===== config.mk =====
export PLATFORM = sky130hd
export DESIGN_NAME = ret_addr_ring
export DESIGN_NICKNAME = d
export VERILOG_FILES = /design/src/rtl/ret_addr_ring.sv
export SDC_FILE = /design/constraint.sdc
export NUM_CORES = 1
export LEC_CHECK = 0
export BUFFER_PORTS_ARGS = -buffer_cell sky130_fd_sc_hd__buf_2
export CAP_MARGIN = 20
export CELL_PAD_IN_SITES_DETAIL_PLACEMENT = 1
export CELL_PAD_IN_SITES_GLOBAL_PLACEMENT = 2
export CORE_MARGIN = 5
export CORE_UTILIZATION = 52
export DETAILED_ROUTE_END_ITERATION = 12
export GPL_TIMING_DRIVEN = 0
export PLACE_DENSITY = 0.91
export SETUP_SLACK_MARGIN = 0.05
export SLEW_MARGIN = 5
export SYNTH_ARGS = -nofsm -noshare
export SYNTH_HDL_FRONTEND = slang
export SYNTH_SLANG_ARGS = --single-unit

===== constraint.sdc =====
create_clock -name clk -period 8.5 [get_ports clk]
set_clock_uncertainty 0.1 [all_clocks]
set_input_delay 1.275 -clock clk [delete_from_list [all_inputs] [get_ports clk]]
set_output_delay 1.275 -clock clk [all_outputs]
set_load 0.02 [all_outputs]

===== src/rtl/ret_addr_ring.sv =====
module ret_addr_ring #(
  parameter int DEPTH     = 16,
  parameter int PC_W      = 32,
  parameter int ST_W      = 8,
  parameter int OVF_LIMIT = DEPTH - 2,
  parameter int EXTRA_CYC = 4
) (
  input  logic                       clk,
  input  logic                       rst_n,
  input  logic                       call_i,
  input  logic [PC_W-1:0]            call_pc_i,
  input  logic [ST_W-1:0]            call_st_i,
  input  logic                       ret_i,
  output logic [PC_W-1:0]            ret_pc_o,
  input  logic                       reg_req_i,
  input  logic                       reg_we_i,
  input  logic [1:0]                 reg_sel_i,
  input  logic [PC_W-1:0]            reg_wdata_i,
  output logic [PC_W-1:0]            reg_rdata_o,
  output logic                       reg_ack_o,
  output logic                       ovf_o,
  output logic [$clog2(DEPTH+1)-1:0] count_o,
  output logic                       err_o
);
  localparam int IW = $clog2(DEPTH);
  localparam int CW = $clog2(DEPTH + 1);
  localparam int TW = $clog2(EXTRA_CYC + 2);
  localparam logic [IW-1:0] LAST = IW'(DEPTH - 1);
  localparam logic [CW-1:0] LIM  = CW'(OVF_LIMIT);
  localparam logic [TW-1:0] TSTART = TW'(EXTRA_CYC + 1);

  logic [PC_W-1:0] pc_mem [DEPTH];
  logic [ST_W-1:0] st_mem [DEPTH];
  logic [IW-1:0]   eld, yng;
  logic [CW-1:0]   cnt;
  logic [TW-1:0]   tmr;
  logic            ovf_q, err_q;
  logic [PC_W-1:0] rdata_q;

  function automatic logic [IW-1:0] inc(input logic [IW-1:0] x);
    return (x == LAST) ? '0 : x + 1'b1;
  endfunction
  function automatic logic [IW-1:0] dec(input logic [IW-1:0] x);
    return (x == '0) ? LAST : x - 1'b1;
  endfunction

  wire empty     = (cnt == '0);
  wire full      = (cnt >= LIM);
  wire call_only = call_i && !ret_i;
  wire ret_only  = ret_i && !call_i;
  wire both      = call_i && ret_i;
  wire acc       = reg_req_i && (tmr == '0) && !call_i && !ret_i;
  wire e_push    = acc && reg_we_i && (reg_sel_i == 2'd0);
  wire ovf_evt   = (call_only || e_push) && full;
  wire acc_ok    = acc && !(e_push && full);

  assign ret_pc_o    = pc_mem[yng];
  assign reg_rdata_o = rdata_q;
  assign reg_ack_o   = (tmr == TW'(1));
  assign ovf_o       = ovf_q;
  assign count_o     = cnt;
  assign err_o       = err_q;

  always_ff @(posedge clk) begin
    if (!rst_n) begin
      eld     <= '0;
      yng     <= LAST;
      cnt     <= '0;
      tmr     <= '0;
      ovf_q   <= 1'b0;
      err_q   <= 1'b0;
      rdata_q <= '0;
    end else begin
      ovf_q <= ovf_evt;
      if (tmr != '0) tmr <= tmr - 1'b1;

      if (both) begin
        if (empty) begin
          err_q <= 1'b1;
          yng <= inc(yng);
          pc_mem[inc(yng)] <= call_pc_i;
          st_mem[inc(yng)] <= call_st_i;
          cnt <= CW'(1);
        end else begin
          pc_mem[yng] <= call_pc_i;
          st_mem[yng] <= call_st_i;
        end
      end else if (call_only && !full) begin
        yng <= inc(yng);
        pc_mem[inc(yng)] <= call_pc_i;
        st_mem[inc(yng)] <= call_st_i;
        cnt <= cnt + 1'b1;
      end else if (ret_only) begin
        if (empty) err_q <= 1'b1;
        else begin
          yng <= dec(yng);
          cnt <= cnt - 1'b1;
        end
      end

      if (acc_ok) begin
        tmr <= TSTART;
        case (reg_sel_i)
          2'd0: begin
            if (reg_we_i) begin
              eld <= dec(eld);
              pc_mem[dec(eld)] <= reg_wdata_i;
              st_mem[dec(eld)] <= '0;
              cnt <= cnt + 1'b1;
            end else begin
              rdata_q <= pc_mem[eld];
              if (empty) err_q <= 1'b1;
              else begin
                eld <= inc(eld);
                cnt <= cnt - 1'b1;
              end
            end
          end
          2'd1: begin
            if (empty) err_q <= 1'b1;
            if (reg_we_i) st_mem[eld] <= reg_wdata_i[ST_W-1:0];
            else rdata_q <= PC_W'(st_mem[eld]);
          end
          2'd2: begin
            if (empty) err_q <= 1'b1;
            if (reg_we_i) pc_mem[yng] <= reg_wdata_i;
            else rdata_q <= pc_mem[yng];
          end
          default: begin
            if (empty) err_q <= 1'b1;
            if (reg_we_i) st_mem[yng] <= reg_wdata_i[ST_W-1:0];
            else rdata_q <= PC_W'(st_mem[yng]);
          end
        endcase
      end
    end
  end

  assert_cnt_bound_R5: assert property (@(posedge clk) disable iff (!rst_n)
    cnt <= LIM);

  assert_no_overflow_R5: assert property (@(posedge clk) disable iff (!rst_n)
    ((call_only || e_push) && full) |=> (cnt == $past(cnt) && eld == $past(eld) && yng == $past(yng)));

  assert_pair_keeps_count_R4: assert property (@(posedge clk) disable iff (!rst_n)
    (both && !empty) |=> (cnt == $past(cnt) && yng == $past(yng)));

  assert_ack_pulse_R9: assert property (@(posedge clk) disable iff (!rst_n)
    reg_ack_o |=> !reg_ack_o);

  assert_ignore_with_call_R10: assert property (@(posedge clk) disable iff (!rst_n)
    (reg_req_i && (call_i || ret_i) && tmr == '0) |=> (eld == $past(eld)));

  assert_err_sticky_R11: assert property (@(posedge clk) disable iff (!rst_n)
    err_q |=> err_q);

  assert_empty_pop_R11: assert property (@(posedge clk) disable iff (!rst_n)
    (ret_only && empty) |=> (cnt == '0 && err_q));
endmodule


## After elaboration in Yosys (flattened, before gate mapping)

Memories as Yosys holds them, arrays and structs flattened. A register that Yosys moved wholly into a read port is not among the register bits.
Cells that the tools add are included.

| cells by class | value |
|---|---|
| add/subtract/negate cells | 7 |
| order comparisons | 1 |
| equality and inequality tests | 8 |
| muxes and demuxes | 91 |
| bitwise operators | 6 |
| reductions and logical operators | 35 |

Operator list:

| operator | number |
|---|---|
| $mux 32 | 8 |
| $mux 4 | 24 |
| $pmux 32 s3 | 1 |
| $reduce_or 32->1 | 2 |
| $mux 5 | 9 |
| $mux 1 | 42 |
| $mux 8 | 5 |
| $reduce_or 8->1 | 3 |
| $logic_and 1x1->1 | 12 |
| $add 4x1->4 const B | 2 |
| $eq 4x4->1 const B | 2 |
| $logic_not 4->1 | 2 |
| $sub 4x1->4 const B | 2 |
| $mux 3 | 2 |
| $reduce_and 3->1 | 2 |
| $reduce_bool 3->1 | 2 |
| $add 5x1->5 const B | 1 |
| $ge 5x4->1 const B | 1 |
| $logic_not 5->1 | 1 |
| $sub 5x1->5 const B | 1 |
| $logic_not 1->1 | 4 |
| $ne 2x2->1 const B | 2 |
| $or 1x1->1 | 4 |
| $eq 3x1->1 const B | 1 |
| 12 further kinds | 13 |

| storage, ports and cells | value |
|---|---|
| register bits | 50 |
| RAM bits | 640 |
| input bits | 80 |
| output and inout port bits | 72 |
| word-level logic and storage cells | 158 |
| memories | 2 |

Memories:

| memory | depth | width | read ports | clocked after Yosys merged registers in | write ports | RTL line | source |
|---|---|---|---|---|---|---|---|
| pc_mem | 16 | 32 | 2 | 2 | 1 | 32 | `logic [PC_W-1:0] pc_mem [DEPTH];` |
| st_mem | 16 | 8 | 2 | 2 | 1 | 33 | `logic [ST_W-1:0] st_mem [DEPTH];` |

## Depth between registers and ports, before layout

| depth | value |
|---|---|
| word-level depth | 17 |
| gate-level depth with buffers | 11 |
| gate-level depth less buffers | 9 |

## Worst setup path before layout

OpenSTA, ideal clock, no wires.

| path | value |
|---|---|
| path type | input-to-reg |
| start point | input port ret_i |
| end point | memory pc_mem[10][0] (enable) |
| arrival time | 4543 ps |
| data required time | 7979 ps |
| setup slack | 3436 ps |
| stages | 9 |
| path buffers | 4 |
| cell sequence | buf_6 or3b_1 buf_2 or3_1 nor3_1 buf_2 buf_2 a32oi_1 nor2_1 |

| on the way | value |
|---|---|
| word-level cells in the longest chain between the ends | 14 |

Ends and longest elaborated chain:

| item | RTL line | source |
|---|---|---|
| start, declared | 13 | `input logic ret_i,` |
| $logic_not 1->1 | 49, 52 |  |
| $logic_and 1x1->1 | 52 | `wire acc = reg_req_i && (tmr == '0) && !call_i && !ret_i;` |
| $logic_and 1x1->1 (2 in a row) | 53 | `wire e_push = acc && reg_we_i && (reg_sel_i == 2'd0);` |
| $logic_and 1x1->1 | 55 | `wire acc_ok = acc && !(e_push && full);` |
| $logic_not 1->1 | 55 |  |
| $logic_and 1x1->1 | 55 |  |
| $mux 1 | 101 | `if (acc_ok) begin` |
| $mux 1 | 65 | `if (!rst_n) begin` |
| $mux 1 (implied by the code) | 126 | `if (reg_we_i) pc_mem[yng] <= reg_wdata_i;` |
| $or 1x1->1 (no line) | n/a |  |
| $reduce_or 32->1 (no line) | n/a |  |
| $mux 4 (no line) or $mux 1 (tied branches) (2 in a row) | n/a |  |
| end, declared | 32 |  |

Several ways; a longest one is shown, not always the timed one.

==> implementation parameters <==
Parameter                              Value

Synthesis
  Average footprint of a synthesized cell ... 18.58 um^2
  Number of different library cells in the post-synthesis netlist ... 64
  Ranking of synthesized cells by area ... sky130_fd_sc_hd__edfxtp_1 58%, sky130_fd_sc_hd__mux4_2 24%, sky130_fd_sc_hd__dfxtp_1 3.5%
  Summed instance area of the synthesized netlist ... 33,200 um^2
  Post-synth top flop ... sky130_fd_sc_hd__edfxtp_1
  Syn Inst Count ... 1,787
  #FFs+latches synth ... 698
  Post-synthesis async set-or-reset flop share ... 0%
  EDFF count, synth ... 640
  Total nets after synthesis ... 1,879
  Share of Yosys cell area claimed by the top area cell type ... 57.89%
  Synth area leader ... sky130_fd_sc_hd__edfxtp_1
  Share of synthesized area occupied by flip-flops and latches ... 61.39%
  Count of warnings emitted by yosys ... 0

Clocking
  Worst-Skew Late Latency ... 620 ps
  Quantity of hold-fixing buffers added after cts ... 0
  Clock H-tree levels ... 3
  Maximum root-to-sink buffer count ... 3
  CTS root buffer ... sky130_fd_sc_hd__clkbuf_16
  Setup fix buffers added after clock tree synthesis ... 0
  CTS tree ... done
  Number of sinks handled by clock tree synthesis ... 698
  # resized after CTS ... 0
  Total clock buffers created by CTS ... 75
  Clock transition at the registers of the reported paths ... 50 ps

Cells and area
  Ant diodes ... 0
  Area growth syn-to-layout ... 16.85%
  Fin area ... 38,790 um^2
  Final core area utilization ... 61.39%
  Most common library cell in the layout ignoring fill and taps ... sky130_fd_sc_hd__edfxtp_1
  Final Net Count ... 2,178
  Most frequent cells in the layout ... 640 x sky130_fd_sc_hd__edfxtp_1, 353 x sky130_fd_sc_hd__mux4_2, 183 x sky130_fd_sc_hd__buf_2
  Fraction of layout instances using a drive strength above 1 ... 37.38%

Placed design
  Number of buffer cells added on primary ports ... 148
  Global placement routability congestion ... 0.9008
  Placed standard-cell area ... 36,260 um^2
  Post-detailed-placement half-perimeter wirelength ... 82.83 mm

Setup path
  Worst-case register-to-register setup slack ... 3140 ps
  Startpoint of the lowest-slack register-to-register path ... count_o[0]
  Reg2reg path depth ... 10
  Class of the most critical setup path ... reg -> out
  Nature of the critical path endpoint ... output pin
  Data arrival at the endpoint of the critical path ... 4710 ps
  Critical Path Source Type ... flop
  Data required time at the worst endpoint ... 7120 ps
  Top fanout value on the critical path ... 10
  Terminus of the critical flop-to-flop path ... pc_mem[11][10]

Detailed routing
  Total detailed-routing wirelength ... 126.9 mm
  Average wire per standard cell ... 42.44 um
  Number of violations reported at the end of detailed-routing iteration 0 ... 4,096
  Vias/cell ... 7.668
  DRC Markers ... 0
  Routed vias ... 22,920
  Antenna viol nets, final ... 0
  First-pass iteration count of the detailed router ... 6

Timing
  Final max-slew violation count ... 0
  Endpoints failing hold ... 0
  Number of failing setup endpoints in the final timing report ... 0
  Max Clk Rate ... 164.5 MHz
  Slew margin rel. ... 10.33%
  Minimum clock period after layout ... 6080 ps
  Setup repair after global routing missed its margin ... false
  Actual slew at the worst max-slew pin ... 1311 ps
  Sum of negative setup slack ... 0 ps
  Period utilization ... 71.53%

Floorplanning
  Area of the die ... 69,000 um^2
  Height of the chip ... 262.7 um
  Core ar. ... 63,200 um^2
  Overall die width ... 262.7 um
  Number of core rows ... 92
  Number of placed I/O pins ... 152
  Starting utilization of the core area ... 52.53%

Power and ir drop
  Static Leakage ... 12.47 nW
  Pwr dens ... 242.0 nW/um^2
  Worst voltage drop across the vdd grid ... 0.0001689 V

Worst hold path
  Hold EP ... err_o
  WHS Path Cells ... 2
  Worst hold path class ... reg -> reg
  Beginning of the worst hold path ... err_o

Outcome
  Result of the run ... finished, final reports clean

Global routing
  Global-route wire length before repair ... 178.7 mm
  Number of global-route vias before repair ... 23,690
  Largest net degree at the start of global routing ... 22
  Overall overflow remaining after global route ... 0
  Total global-route track usage ... 36.03%
  Initial antenna violation count ... 3

Job
  Maximum capacitance violations ... 0
## routing by layer
layer	up-vias	wire [um]	GRT usage (%)
met5	-	34	0
met4	4	9216	20.59
met3	616	18420	12.38
met2	2314	58490	55.81
met1	11700	40700	44.70
li1	8283	-	-
## kinds of logic after synthesis
logic type	synth area share, %
buffers and inverters	1.922
AOI/OAI and AO/OA	4.869
DFF	61.39
adders and majority gates	0.4522
and+or+nand+nor	3.501
muxes	27.55
xor gates and xnor gates	0.3166
## state kept, by name (all words and copies together), names as in the netlist, named ones only
name / cells
pc_mem: 512
eld: 4
count_o: 5
yng: 4
ovf_o: 1
st_mem: 128
reg_rdata_o: 32
err_o: 1
tmr: 3
## worst max path at each step
stage | start | to | slack [ps]
2_1_floorplan | ret_i | pc_mem[10][0] | 3440
3_3_place_gp | ret_i | pc_mem[9][9] | 660
3_5_place_dp | call_i | reg_rdata_o[10] | 2790
4_1_cts | flop | ret_pc_o[15] | 2660
5_1_grt | flop | ret_pc_o[15] | 2580
6_report | flop | ret_pc_o[15] | 2420
## layout make-up
type	count	area, um^2
fill	5438	24400
clock buffer	96	2018
multi-input combinational	931	12410
sequential	698	20380
buffer	141	576.8
tap	846	1059
timing repair buffer	222	1839
inverter	17	63.81
clock inverter	38	449.2
## through the flow
| step | hold slack (ps) | power, mW | cells | worst slack (ps) |
|---|---|---|---|---|
| after global placement | 366.9 | 5.753 | 2781 | 664.5 |
| after CTS | 380.1 | 9.321 | 2983 | 2661 |
| final | 370.6 | 9.387 | 2989 | 2420 |
| after detailed placement | 367.3 | 5.944 | 2849 | 2789 |
| after global routing | 405.9 | 9.601 | 2989 | 2581 |
| after floorplan | 378.8 | 5.174 | 1787 | 3436 |
## power breakdown
part	switching [mW]	total (mW)	internal, mW	leakage [nW]
sequential	0.0837	4.00	3.91	6.24
clock	1.42	3.41	1.98	1.21
combinational	1.20	1.98	0.784	5.02
total	2.70	9.39	6.68	12.5
## critical path, cell delays in order (launching register included)
cell	delay, ps
sky130_fd_sc_hd__dfxtp_1	310
sky130_fd_sc_hd__clkbuf_1	610
sky130_fd_sc_hd__clkbuf_1	700
sky130_fd_sc_hd__buf_1	840
sky130_fd_sc_hd__clkbuf_1	920
sky130_fd_sc_hd__mux4_2	500
sky130_fd_sc_hd__buf_2	200
## cells in the mapped netlist (10+ instances only)
library cell                  n
sky130_fd_sc_hd__a2111oi_0   28
sky130_fd_sc_hd__buf_2       30
sky130_fd_sc_hd__nor2_1      61
sky130_fd_sc_hd__o22ai_1     13
sky130_fd_sc_hd__xnor2_1     10
sky130_fd_sc_hd__a21oi_1     24
sky130_fd_sc_hd__mux2_2      37
sky130_fd_sc_hd__a221o_1     25
sky130_fd_sc_hd__buf_1       28
sky130_fd_sc_hd__nor2b_1     34
sky130_fd_sc_hd__dfxtp_1     58
sky130_fd_sc_hd__mux4_2     353
sky130_fd_sc_hd__nor3_1      24
sky130_fd_sc_hd__nand2_1     32
sky130_fd_sc_hd__o21ai_0     31
sky130_fd_sc_hd__ha_1        12
sky130_fd_sc_hd__nand2b_1    13
sky130_fd_sc_hd__mux2i_1     78
sky130_fd_sc_hd__nand3_1     12
sky130_fd_sc_hd__a211oi_1    31
sky130_fd_sc_hd__nor4_1      20
sky130_fd_sc_hd__inv_1       17
sky130_fd_sc_hd__clkbuf_1    82
sky130_fd_sc_hd__edfxtp_1   640
Power figures use the tool's default switching activity.
